## src/rtl/pts_pkg.sv

```systemverilog
package pts_pkg;

    typedef enum logic [1:0] {
        RXM_OFF    = 2'b00,
        RXM_V1_UDP = 2'b01,
        RXM_V2_EVT = 2'b10,
        RXM_RSVD   = 2'b11
    } rx_mode_e;

    typedef struct packed {
        logic [15:0] ethertype;
        logic        is_udp;
        logic [15:0] udp_dport;
        logic [3:0]  ver;
        logic [7:0]  code;
    } rx_fields_t;

    typedef struct packed {
        logic [15:0] port;
        logic [7:0]  v1_code;
    } match_cfg_t;

    localparam int MATCH_PORT_LSB = 16;
    localparam int NUM_CH         = 2;
    localparam int CH_TX          = 0;
    localparam int CH_RX          = 1;

    function automatic match_cfg_t unpack_match(input logic [31:0] raw);
        match_cfg_t m;
        m.port    = raw[MATCH_PORT_LSB +: 16];
        m.v1_code = raw[7:0];
        return m;
    endfunction

    function automatic logic is_v2_event(input logic [7:0] code);
        return (code[3:0] < 4'd8);
    endfunction

endpackage

```

## src/rtl/pts_rx_qual.sv

```systemverilog
module pts_rx_qual
    import pts_pkg::*;
(
    input  logic        clk,
    input  logic        rst,
    input  rx_mode_e    mode,
    input  logic [31:0] match_raw,
    input  logic        etq_en,
    input  logic        etq_ts,
    input  logic [15:0] etq_type,
    input  rx_fields_t  fld,
    output logic        qual
);
    match_cfg_t mcfg;
    logic       port_hit;
    logic       l2_hit;
    logic       v1_ok;
    logic       v2_ok;

    always_comb begin
        mcfg     = unpack_match(match_raw);
        port_hit = fld.is_udp && (fld.udp_dport == mcfg.port);
        l2_hit   = !fld.is_udp && etq_en && etq_ts && (fld.ethertype == etq_type);
        v1_ok    = port_hit && (fld.ver == 4'd1) && (fld.code == mcfg.v1_code);
        v2_ok    = (port_hit || l2_hit) && (fld.ver == 4'd2) && is_v2_event(fld.code);
        unique case (mode)
            RXM_V1_UDP: qual = v1_ok;
            RXM_V2_EVT: qual = v2_ok;
            default:    qual = 1'b0;
        endcase
    end


    mode_off_chk: assert property (@(posedge clk) disable iff (rst)
        (mode == RXM_OFF || mode == RXM_RSVD) |-> !qual);


    general_msg_chk: assert property (@(posedge clk) disable iff (rst)
        (qual && mode == RXM_V2_EVT) |-> (fld.code[3:0] < 4'd8 && fld.ver == 4'd2));


    v1_udp_chk: assert property (@(posedge clk) disable iff (rst)
        (qual && mode == RXM_V1_UDP) |-> (fld.is_udp && fld.ver == 4'd1));

endmodule

```

## src/rtl/pts_channel.sv

```systemverilog
module pts_channel #(
    parameter int TIME_W = 64
) (
    input  logic              clk,
    input  logic              rst,
    input  logic              en,
    input  logic              evt,
    input  logic [TIME_W-1:0] time_i,
    input  logic              rd_hi,
    output logic              valid_o,
    output logic [TIME_W-1:0] stamp_o
);
    logic              valid_q;
    logic [TIME_W-1:0] stamp_q;
    logic              take;

    assign take    = en && evt && !valid_q;
    assign valid_o = valid_q;
    assign stamp_o = stamp_q;

    always_ff @(posedge clk) begin
        if (rst) begin
            valid_q <= 1'b0;
            stamp_q <= '0;
        end else if (rd_hi) begin
            valid_q <= 1'b0;
        end else if (take) begin
            valid_q <= 1'b1;
            stamp_q <= time_i;
        end
    end


    capture_chk: assert property (@(posedge clk) disable iff (rst)
        (en && evt && !valid_o && !rd_hi) |=> (valid_o && stamp_o == $past(time_i)));


    hold_chk: assert property (@(posedge clk) disable iff (rst)
        (valid_o && !rd_hi) |=> (valid_o && $stable(stamp_o)));


    release_chk: assert property (@(posedge clk) disable iff (rst)
        rd_hi |=> !valid_o);


    disabled_chk: assert property (@(posedge clk) disable iff (rst)
        (!en && !valid_o) |=> !valid_o);

endmodule

```

## src/rtl/pkt_tstamp_latch.sv

```systemverilog
module pkt_tstamp_latch
    import pts_pkg::*;
#(
    parameter int TIME_W = 64,
    parameter int WORD_W = 32
) (
    input  logic                 clk,
    input  logic                 rst,
    input  logic [TIME_W-1:0]    time_now,
    input  logic                 tx_en,
    input  logic                 rx_en,
    input  logic [1:0]           rx_mode,
    input  logic [31:0]          msg_match,
    input  logic                 etq_en,
    input  logic                 etq_ts,
    input  logic [15:0]          etq_type,
    input  logic                 tx_sof,
    input  logic                 tx_ts_req,
    input  logic                 rx_sof,
    input  logic [15:0]          rx_ethertype,
    input  logic                 rx_is_udp,
    input  logic [15:0]          rx_udp_dport,
    input  logic [3:0]           rx_ptp_ver,
    input  logic [7:0]           rx_msg_code,
    input  logic                 tx_hi_rd,
    input  logic                 rx_hi_rd,
    output logic                 tx_valid,
    output logic [WORD_W-1:0]    tx_stamp_lo,
    output logic [TIME_W-WORD_W-1:0] tx_stamp_hi,
    output logic                 rx_valid,
    output logic [WORD_W-1:0]    rx_stamp_lo,
    output logic [TIME_W-WORD_W-1:0] rx_stamp_hi
);
    localparam int HI_W = TIME_W - WORD_W;

    rx_fields_t        fld;
    logic              rx_qual;
    logic [NUM_CH-1:0] ch_en;
    logic [NUM_CH-1:0] ch_evt;
    logic [NUM_CH-1:0] ch_rd;
    logic [NUM_CH-1:0] ch_valid;
    logic [TIME_W-1:0] ch_stamp [NUM_CH];

    always_comb begin
        fld.ethertype = rx_ethertype;
        fld.is_udp    = rx_is_udp;
        fld.udp_dport = rx_udp_dport;
        fld.ver       = rx_ptp_ver;
        fld.code      = rx_msg_code;
    end

    pts_rx_qual u_qual (
        .clk       (clk),
        .rst       (rst),
        .mode      (rx_mode_e'(rx_mode)),
        .match_raw (msg_match),
        .etq_en    (etq_en),
        .etq_ts    (etq_ts),
        .etq_type  (etq_type),
        .fld       (fld),
        .qual      (rx_qual)
    );

    assign ch_en[CH_TX]  = tx_en;
    assign ch_en[CH_RX]  = rx_en;
    assign ch_evt[CH_TX] = tx_sof && tx_ts_req;
    assign ch_evt[CH_RX] = rx_sof && rx_qual;
    assign ch_rd[CH_TX]  = tx_hi_rd;
    assign ch_rd[CH_RX]  = rx_hi_rd;

    for (genvar c = 0; c < NUM_CH; c++) begin : g_ch
        pts_channel #(.TIME_W(TIME_W)) u_ch (
            .clk     (clk),
            .rst     (rst),
            .en      (ch_en[c]),
            .evt     (ch_evt[c]),
            .time_i  (time_now),
            .rd_hi   (ch_rd[c]),
            .valid_o (ch_valid[c]),
            .stamp_o (ch_stamp[c])
        );
    end

    assign tx_valid    = ch_valid[CH_TX];
    assign rx_valid    = ch_valid[CH_RX];
    assign tx_stamp_lo = ch_stamp[CH_TX][WORD_W-1:0];
    assign tx_stamp_hi = ch_stamp[CH_TX][TIME_W-1 -: HI_W];
    assign rx_stamp_lo = ch_stamp[CH_RX][WORD_W-1:0];
    assign rx_stamp_hi = ch_stamp[CH_RX][TIME_W-1 -: HI_W];


    tx_isolation_chk: assert property (@(posedge clk) disable iff (rst)
        (tx_valid && !tx_hi_rd) |=> (tx_valid && $stable(tx_stamp_lo) && $stable(tx_stamp_hi)));


    rx_isolation_chk: assert property (@(posedge clk) disable iff (rst)
        (!rx_valid && !(rx_sof && rx_en)) |=> !rx_valid);

endmodule

```

## config.mk

```make
export PLATFORM = sky130hd
export DESIGN_NAME = pkt_tstamp_latch
export DESIGN_NICKNAME = d
export VERILOG_FILES = /design/src/rtl/pts_pkg.sv /design/src/rtl/pts_rx_qual.sv /design/src/rtl/pts_channel.sv /design/src/rtl/pkt_tstamp_latch.sv
export SDC_FILE = /design/constraint.sdc
export NUM_CORES = 1
export LEC_CHECK = 0
export BUFFER_PORTS_ARGS = -buffer_cell sky130_fd_sc_hd__buf_2
export CAP_MARGIN = 20
export CORE_AREA = 2 2 139 141
export DETAILED_ROUTE_END_ITERATION = 12
export DIE_AREA = 0 0 141 143
export GPL_ROUTABILITY_DRIVEN = 0
export GPL_TIMING_DRIVEN = 0
export SLEW_MARGIN = 5
export SYNTH_ARGS = -nofsm -noshare
export SYNTH_HDL_FRONTEND = slang
export SYNTH_HIERARCHICAL = 1
export SYNTH_SLANG_ARGS = --single-unit
```

## constraint.sdc

```tcl
create_clock -name clk -period 3.3 [get_ports clk]
set_clock_uncertainty 0.2 [all_clocks]
set_input_delay 0.495 -clock clk [delete_from_list [all_inputs] [get_ports clk]]
set_output_delay 0.495 -clock clk [all_outputs]
set_load 0.1 [all_outputs]
```

# ---- Word level (Yosys, flattened, before mapping)
# Cells that the tools add are included.
dict set report word_totals {
  inputBits 170
  output_inout_bits 130
  register_bits 130
}
dict set report op_classes {
  mux 1
  n_lt_le_gt_ge 1
  n_bitwise 2
  n_reduce_logical 22
  n_eq_ne 7
}
# op count
set op_table {}
lappend op_table {{$eq A16 B16 Y1} 2}
lappend op_table {{$logic_and A1 B1 Y1} 14}
lappend op_table {{$eq A8 B8 Y1} 1}
lappend op_table {{$eq A4 B1 Y1 const B} 1}
lappend op_table {{$eq A4 B2 Y1 const B} 1}
lappend op_table {{$lt A4 B4 Y1 const B} 1}
lappend op_table {{$reduce_and A2 Y1} 2}
lappend op_table {{$reduce_or A2 Y1} 2}
lappend op_table {{$logic_not A1 Y1} 3}
lappend op_table {{$eq A2 B1 Y1 const B} 1}
lappend op_table {{$eq A2 B2 Y1 const B} 1}
lappend op_table {{$not A1 Y1} 2}
lappend op_table {{$pmux W1 S2} 1}
lappend op_table {{$logic_or A1 B1 Y1} 1}

# ---- Longest topological paths before layout
dict set report depth {
  word_depth 12
  ltp_mapped 11
}

# ---- Hierarchy
# Netlist, hierarchy kept.
# module cells_each area_each_um2 seq_area_each_um2 instances
set by_module_without_submodules {}
lappend by_module_without_submodules {pts_channel 281 2959.1 1301.2 2}
lappend by_module_without_submodules {pts_rx_qual 65 518.0 0.0 1}
lappend by_module_without_submodules {pkt_tstamp_latch 2 12.5 0.0 1}

# ---- Worst setup path after synthesis
# Ideal clock, no wire load.
dict set report synth_path {
  kind {input to register}
  startpoint {input rx_ptp_ver[3]}
  endpoint {register g_ch[1].u_ch.stamp_q[0]}
  stages 10
  arrival_time_ns 2.316
  setup_slack_ns 0.712
  path_buffers 2
  path_cell_list {nor4b_2 > nand3b_1 > nor4_1 > nand4_1 > a221oi_1 > and2_1 > and4bb_1 > buf_12 > buf_12 > mux2i_1}
}
dict set report synth_via {
  elab_chain_len 8
  word_cells_on_any_way 11
  classes_between {2 x eq/ne; 1 x mux; 8 x reduce/logical}
}
# element line_no
set synth_lines {}
lappend synth_lines {{start: declaration} pkt_tstamp_latch.sv:23} ;# input logic [3:0] rx_ptp_ver,
lappend synth_lines {{$eq A4 B2 Y1 or $eq A4 B1 Y1 (tied branches)} {pts_rx_qual.sv:25, pts_rx_qual.sv:24}}
lappend synth_lines {{$logic_and A1 B1 Y1, on equally long branches (2 in series)} {pts_rx_qual.sv:25, pts_rx_qual.sv:24}}
lappend synth_lines {{$pmux W1 S2 *} pts_rx_qual.sv:26} ;# unique case (mode)
lappend synth_lines {{net rx_qual} pkt_tstamp_latch.sv:37} ;# logic rx_qual;
lappend synth_lines {{$logic_and A1 B1 Y1 *} pkt_tstamp_latch.sv:67} ;# assign ch_evt[CH_RX] = rx_sof && rx_qual;
lappend synth_lines {{net ch_evt[1]} pkt_tstamp_latch.sv:39} ;# logic [NUM_CH-1:0] ch_evt;
lappend synth_lines {{$logic_and A1 B1 Y1 * (2 in series)} pts_channel.sv:17} ;# assign take = en && evt && !valid_q;
lappend synth_lines {{$reduce_and A2 Y1 (no line) *} --}
lappend synth_lines {{end signal: assignment} pts_channel.sv:29} ;# stamp_q <= time_i;
lappend synth_lines {{end: declaration} pts_channel.sv:14} ;# logic [TIME_W-1:0] stamp_q;
# Mark *: on every way through the listed nets, which the timed path passes. The rest lies on a longest branch.
# A chain may end at the register's enable or synchronous reset.

# ---- Worst setup path in the final report
dict set report layout_path {
  startpoint {input msg_match[0]}
  endpoint {register g_ch[1].u_ch.stamp_q[33]}
}
dict set report layout_via {
  elab_chain_len 7
}
# element line_no
set layout_lines {}
lappend layout_lines {{start: declaration} pkt_tstamp_latch.sv:13} ;# input logic [31:0] msg_match,
lappend layout_lines {{$eq A8 B8 Y1} pts_rx_qual.sv:24} ;# v1_ok = port_hit && (fld.ver == 4'd1) && (fld.code == mcfg.v1_code);
lappend layout_lines {{$logic_and A1 B1 Y1} pts_rx_qual.sv:24}
lappend layout_lines {{$pmux W1 S2} pts_rx_qual.sv:26}
lappend layout_lines {{net rx_qual} pkt_tstamp_latch.sv:37}
lappend layout_lines {{$logic_and A1 B1 Y1} pkt_tstamp_latch.sv:67}
lappend layout_lines {{net ch_evt[1]} pkt_tstamp_latch.sv:39}
lappend layout_lines {{$logic_and A1 B1 Y1 (2 in series)} pts_channel.sv:17}
lappend layout_lines {{$reduce_and A2 Y1 (no line)} --}
# The timed path passes the listed nets, and every way through them passes these cells.

==> key figures <==
Cells and area
  • Filler cell count: around 1,800
  • Final nets: around 1,100
  • Most common cell after layout, fill and taps aside: buf_2
  • Share of cells above drive strength 1: 0.355
  • Area grow syn2layout: 36.9%
  • Post-layout util: 0.475
  • Commonest non-fill, non-tap cells in the layout: 292 x buf_2, 256 x nand2b_1, 130 x dfxtp_1
  • Register area: roughly 2600 sq um
  • Multi-input logic area: ~3500 sq um

STA
  • Worst slew margin: 0.563
  • Worst slew pin tran: 649 ps
  • RSZ-0062 raised after global routing: false
  • Fin crit share: 0.797
  • FMAX: ~0.38 GHz
  • Total negative slack: 0 ps
  • Min cycle time layout: ~2600 ps
  • Final-report setup violation count: 0
  • Final Max Tran Viols: 0
  • Fin. Hold Viols: 0

Critical path
  • Reg-to-reg startpoint: g_ch[0].u_ch/valid_o
  • Setup crit start: msg_match[0]
  • Worst EP arrival: around 2800 ps
  • Crit start category: input port
  • Setup crit end kind: flip-flop
  • Worst setup path class: in -> reg
  • Critical Path RT: 3440 ps
  • Worst Path Max Fanout: 10

Route
  • DRC Markers: 0
  • Antenna-violating nets left: 0
  • WL met3: approximately 1.2 mm
  • Drt first pass iters: 5
  • Routed wl met2: roughly 9 mm
  • First-iteration detailed-routing DRC count: approximately 130
  • Highest Signal Layer: met5
  • DR WL/cell: 15.6 microns
  • Drt via density: between 4 and 5
  • WL met1: 7.75 mm
  • Vias: 5,252
  • Post-Route WL: 18.5 mm

Clock network
  • Clk Latency, worst-skew pair: 420 ps
  • Post-CTS Resized: 0
  • Root Driver: clkbuf_16
  • Clock slew at reported path FFs: around 60 ps
  • CTS tree: built
  • CTS buffer count: 17
  • Setup Buffers After CTS: 0
  • Bufs on Longest Clock Path: 2
  • # clock sinks: 130
  • CTS H-tree depth: 4
  • Hold buffers post-CTS: 0

Power
  • Pwr/cell area: 466 nW/um^2
  • LEAKAGE: about 3.8 nW
  • Maximum vdd drop: between 0.2 and 0.3 mV

Hold path
  • Hold Path Origin: rx_hi_rd
  • Min-Delay Path Class: in -> reg

Yosys
  • #FFs+latches synth: 130
  • Synthesized Nets: 801
  • Ys Warns: 6
  • Mapped Area: between 6000 and 7000 sq um
  • Syn Inst Count: between 600 and 700
  • Seq/Total Area, Yosys: 0.404
  • Synth cell types: 21
  • Mean area per synthesized cell: 10.3 sq um

Placement
  • IO buf count: 290
  • Post-DP HPWL: 14.5 mm

GRT
  • Total track usage: 0.185
  • Largest net degree at the start of global routing: 17
  • First-pass GRT wire length: about 29 mm
  • GRT overflow: 0
  • Initial antenna violation count: 2
  • Vias in the first global route: around 5,400

Floorplan
  • Num rows: 50
  • Area of the die: 20,200 sq um
  • Die width: between 100 and 150 microns
  • Initial Util: 0.347
  • Boundary Pins: 300
  • Die height: 143 microns
  • Placeable Area: ~19,000 sq um

Outcome
  • Status: finished clean

Flow run
  • Max cap viols: 0
[area by class of cell]
| cell class | instances | area share |
|---|---|---|
| multi-input combinational | 455 | 0.391 |
| tap | 234 | 0.0332 |
| timing repair buffer | 290 | 0.164 |
| sequential | 130 | 0.295 |
| buffer | 42 | 0.0439 |
| clock inverter | 14 | 0.0230 |
| antenna | 1 | 0.000283 |
| clock buffer | 18 | 0.0486 |
| inverter | 2 | 0.000850 |
[worst max-delay path, stage by stage]
cell and delay [ps]:
buf_2 100, xor2_1 150, nor4_1 600, nand3_1 190, a221oi_1 240, and2_1 190
and4bb_1 260, buf_12 190, buf_12 160, mux2i_1 190
[metal layers]
metal	vias up	GRT usage
met5	-	0
met4	2	0.0600
met3	19	0.0557
met2	200	0.329
met1	2357	0.213
li1	2674	-
[path summary, 6_finish.rpt]
check	cells past startpoint	endpoint	slack, ps
setup / recovery	10	g_ch[1].u_ch/stamp_o[33]	670
setup reg to reg	4	g_ch[0].u_ch/stamp_o[23]	1860
hold reg to reg	2	g_ch[0].u_ch/stamp_o[58]	270
hold / removal	2	g_ch[1].u_ch/valid_o	60
[synth_stat cells]
master      n  area (sq um)
nand2b_1  256          1600
buf_12     14           280
xor2_1     19           166
nand2_1     1          3.75
a21oi_1     2          10.0
buf_2       2          10.0
inv_1       2          7.51
xnor2_1    21           184
nor3_1      3          15.0
nand4_1     5          31.3
nand3b_1    1          7.51
and2_1      2          12.5
dfxtp_1   130          2600
ha_1        2          25.0
clkbuf_1   26          97.6
nor4b_2     1          15.0
a221oi_1    1          8.76
nor4_1      7          43.8
and4bb_1    2          25.0
nand3_1     4          20.0
mux2i_1   128          1280
[per-stage QoR]
| stage | cells | cell area [sq um] | power [mW] | hold WS [ps] | setup slack (ps) |
|---|---|---|---|---|---|
| final | 1186 | 8830 | 4.11 | 62.6 | 668 |
| after global routing | 1185 | 8820 | 4.27 | 52.4 | 504 |
| after CTS | 1185 | 8820 | 4.17 | 41.4 | 621 |
| after detailed placement | 1153 | 8190 | 2.13 | 258 | 185 |
| after global placement | 1153 | 8190 | 2.13 | 256 | 170 |
| after floorplan | 629 | 6450 | 1.94 | 374 | 712 |
[logic make-up after synthesis]
group / synth area share
fa+ha+maj: 0.00388
flops: 0.404
simple gates: 0.275
buf+inv: 0.0613
mux: 0.199
compound gates: 0.00291
xor+xnor: 0.0543
[power breakdown]
part	internal [mW]	switching (mW)
Sequential	1.59	0.00857
Clock	1.28	0.745
Combinational	0.203	0.291
Total	3.07	1.04
[registers in the layout (all words and copies together), names as in the netlist]
signal	count
g_ch.u_ch/stamp_o	128
g_ch.u_ch/valid_o	2
(Power assumes the default switching activity.)
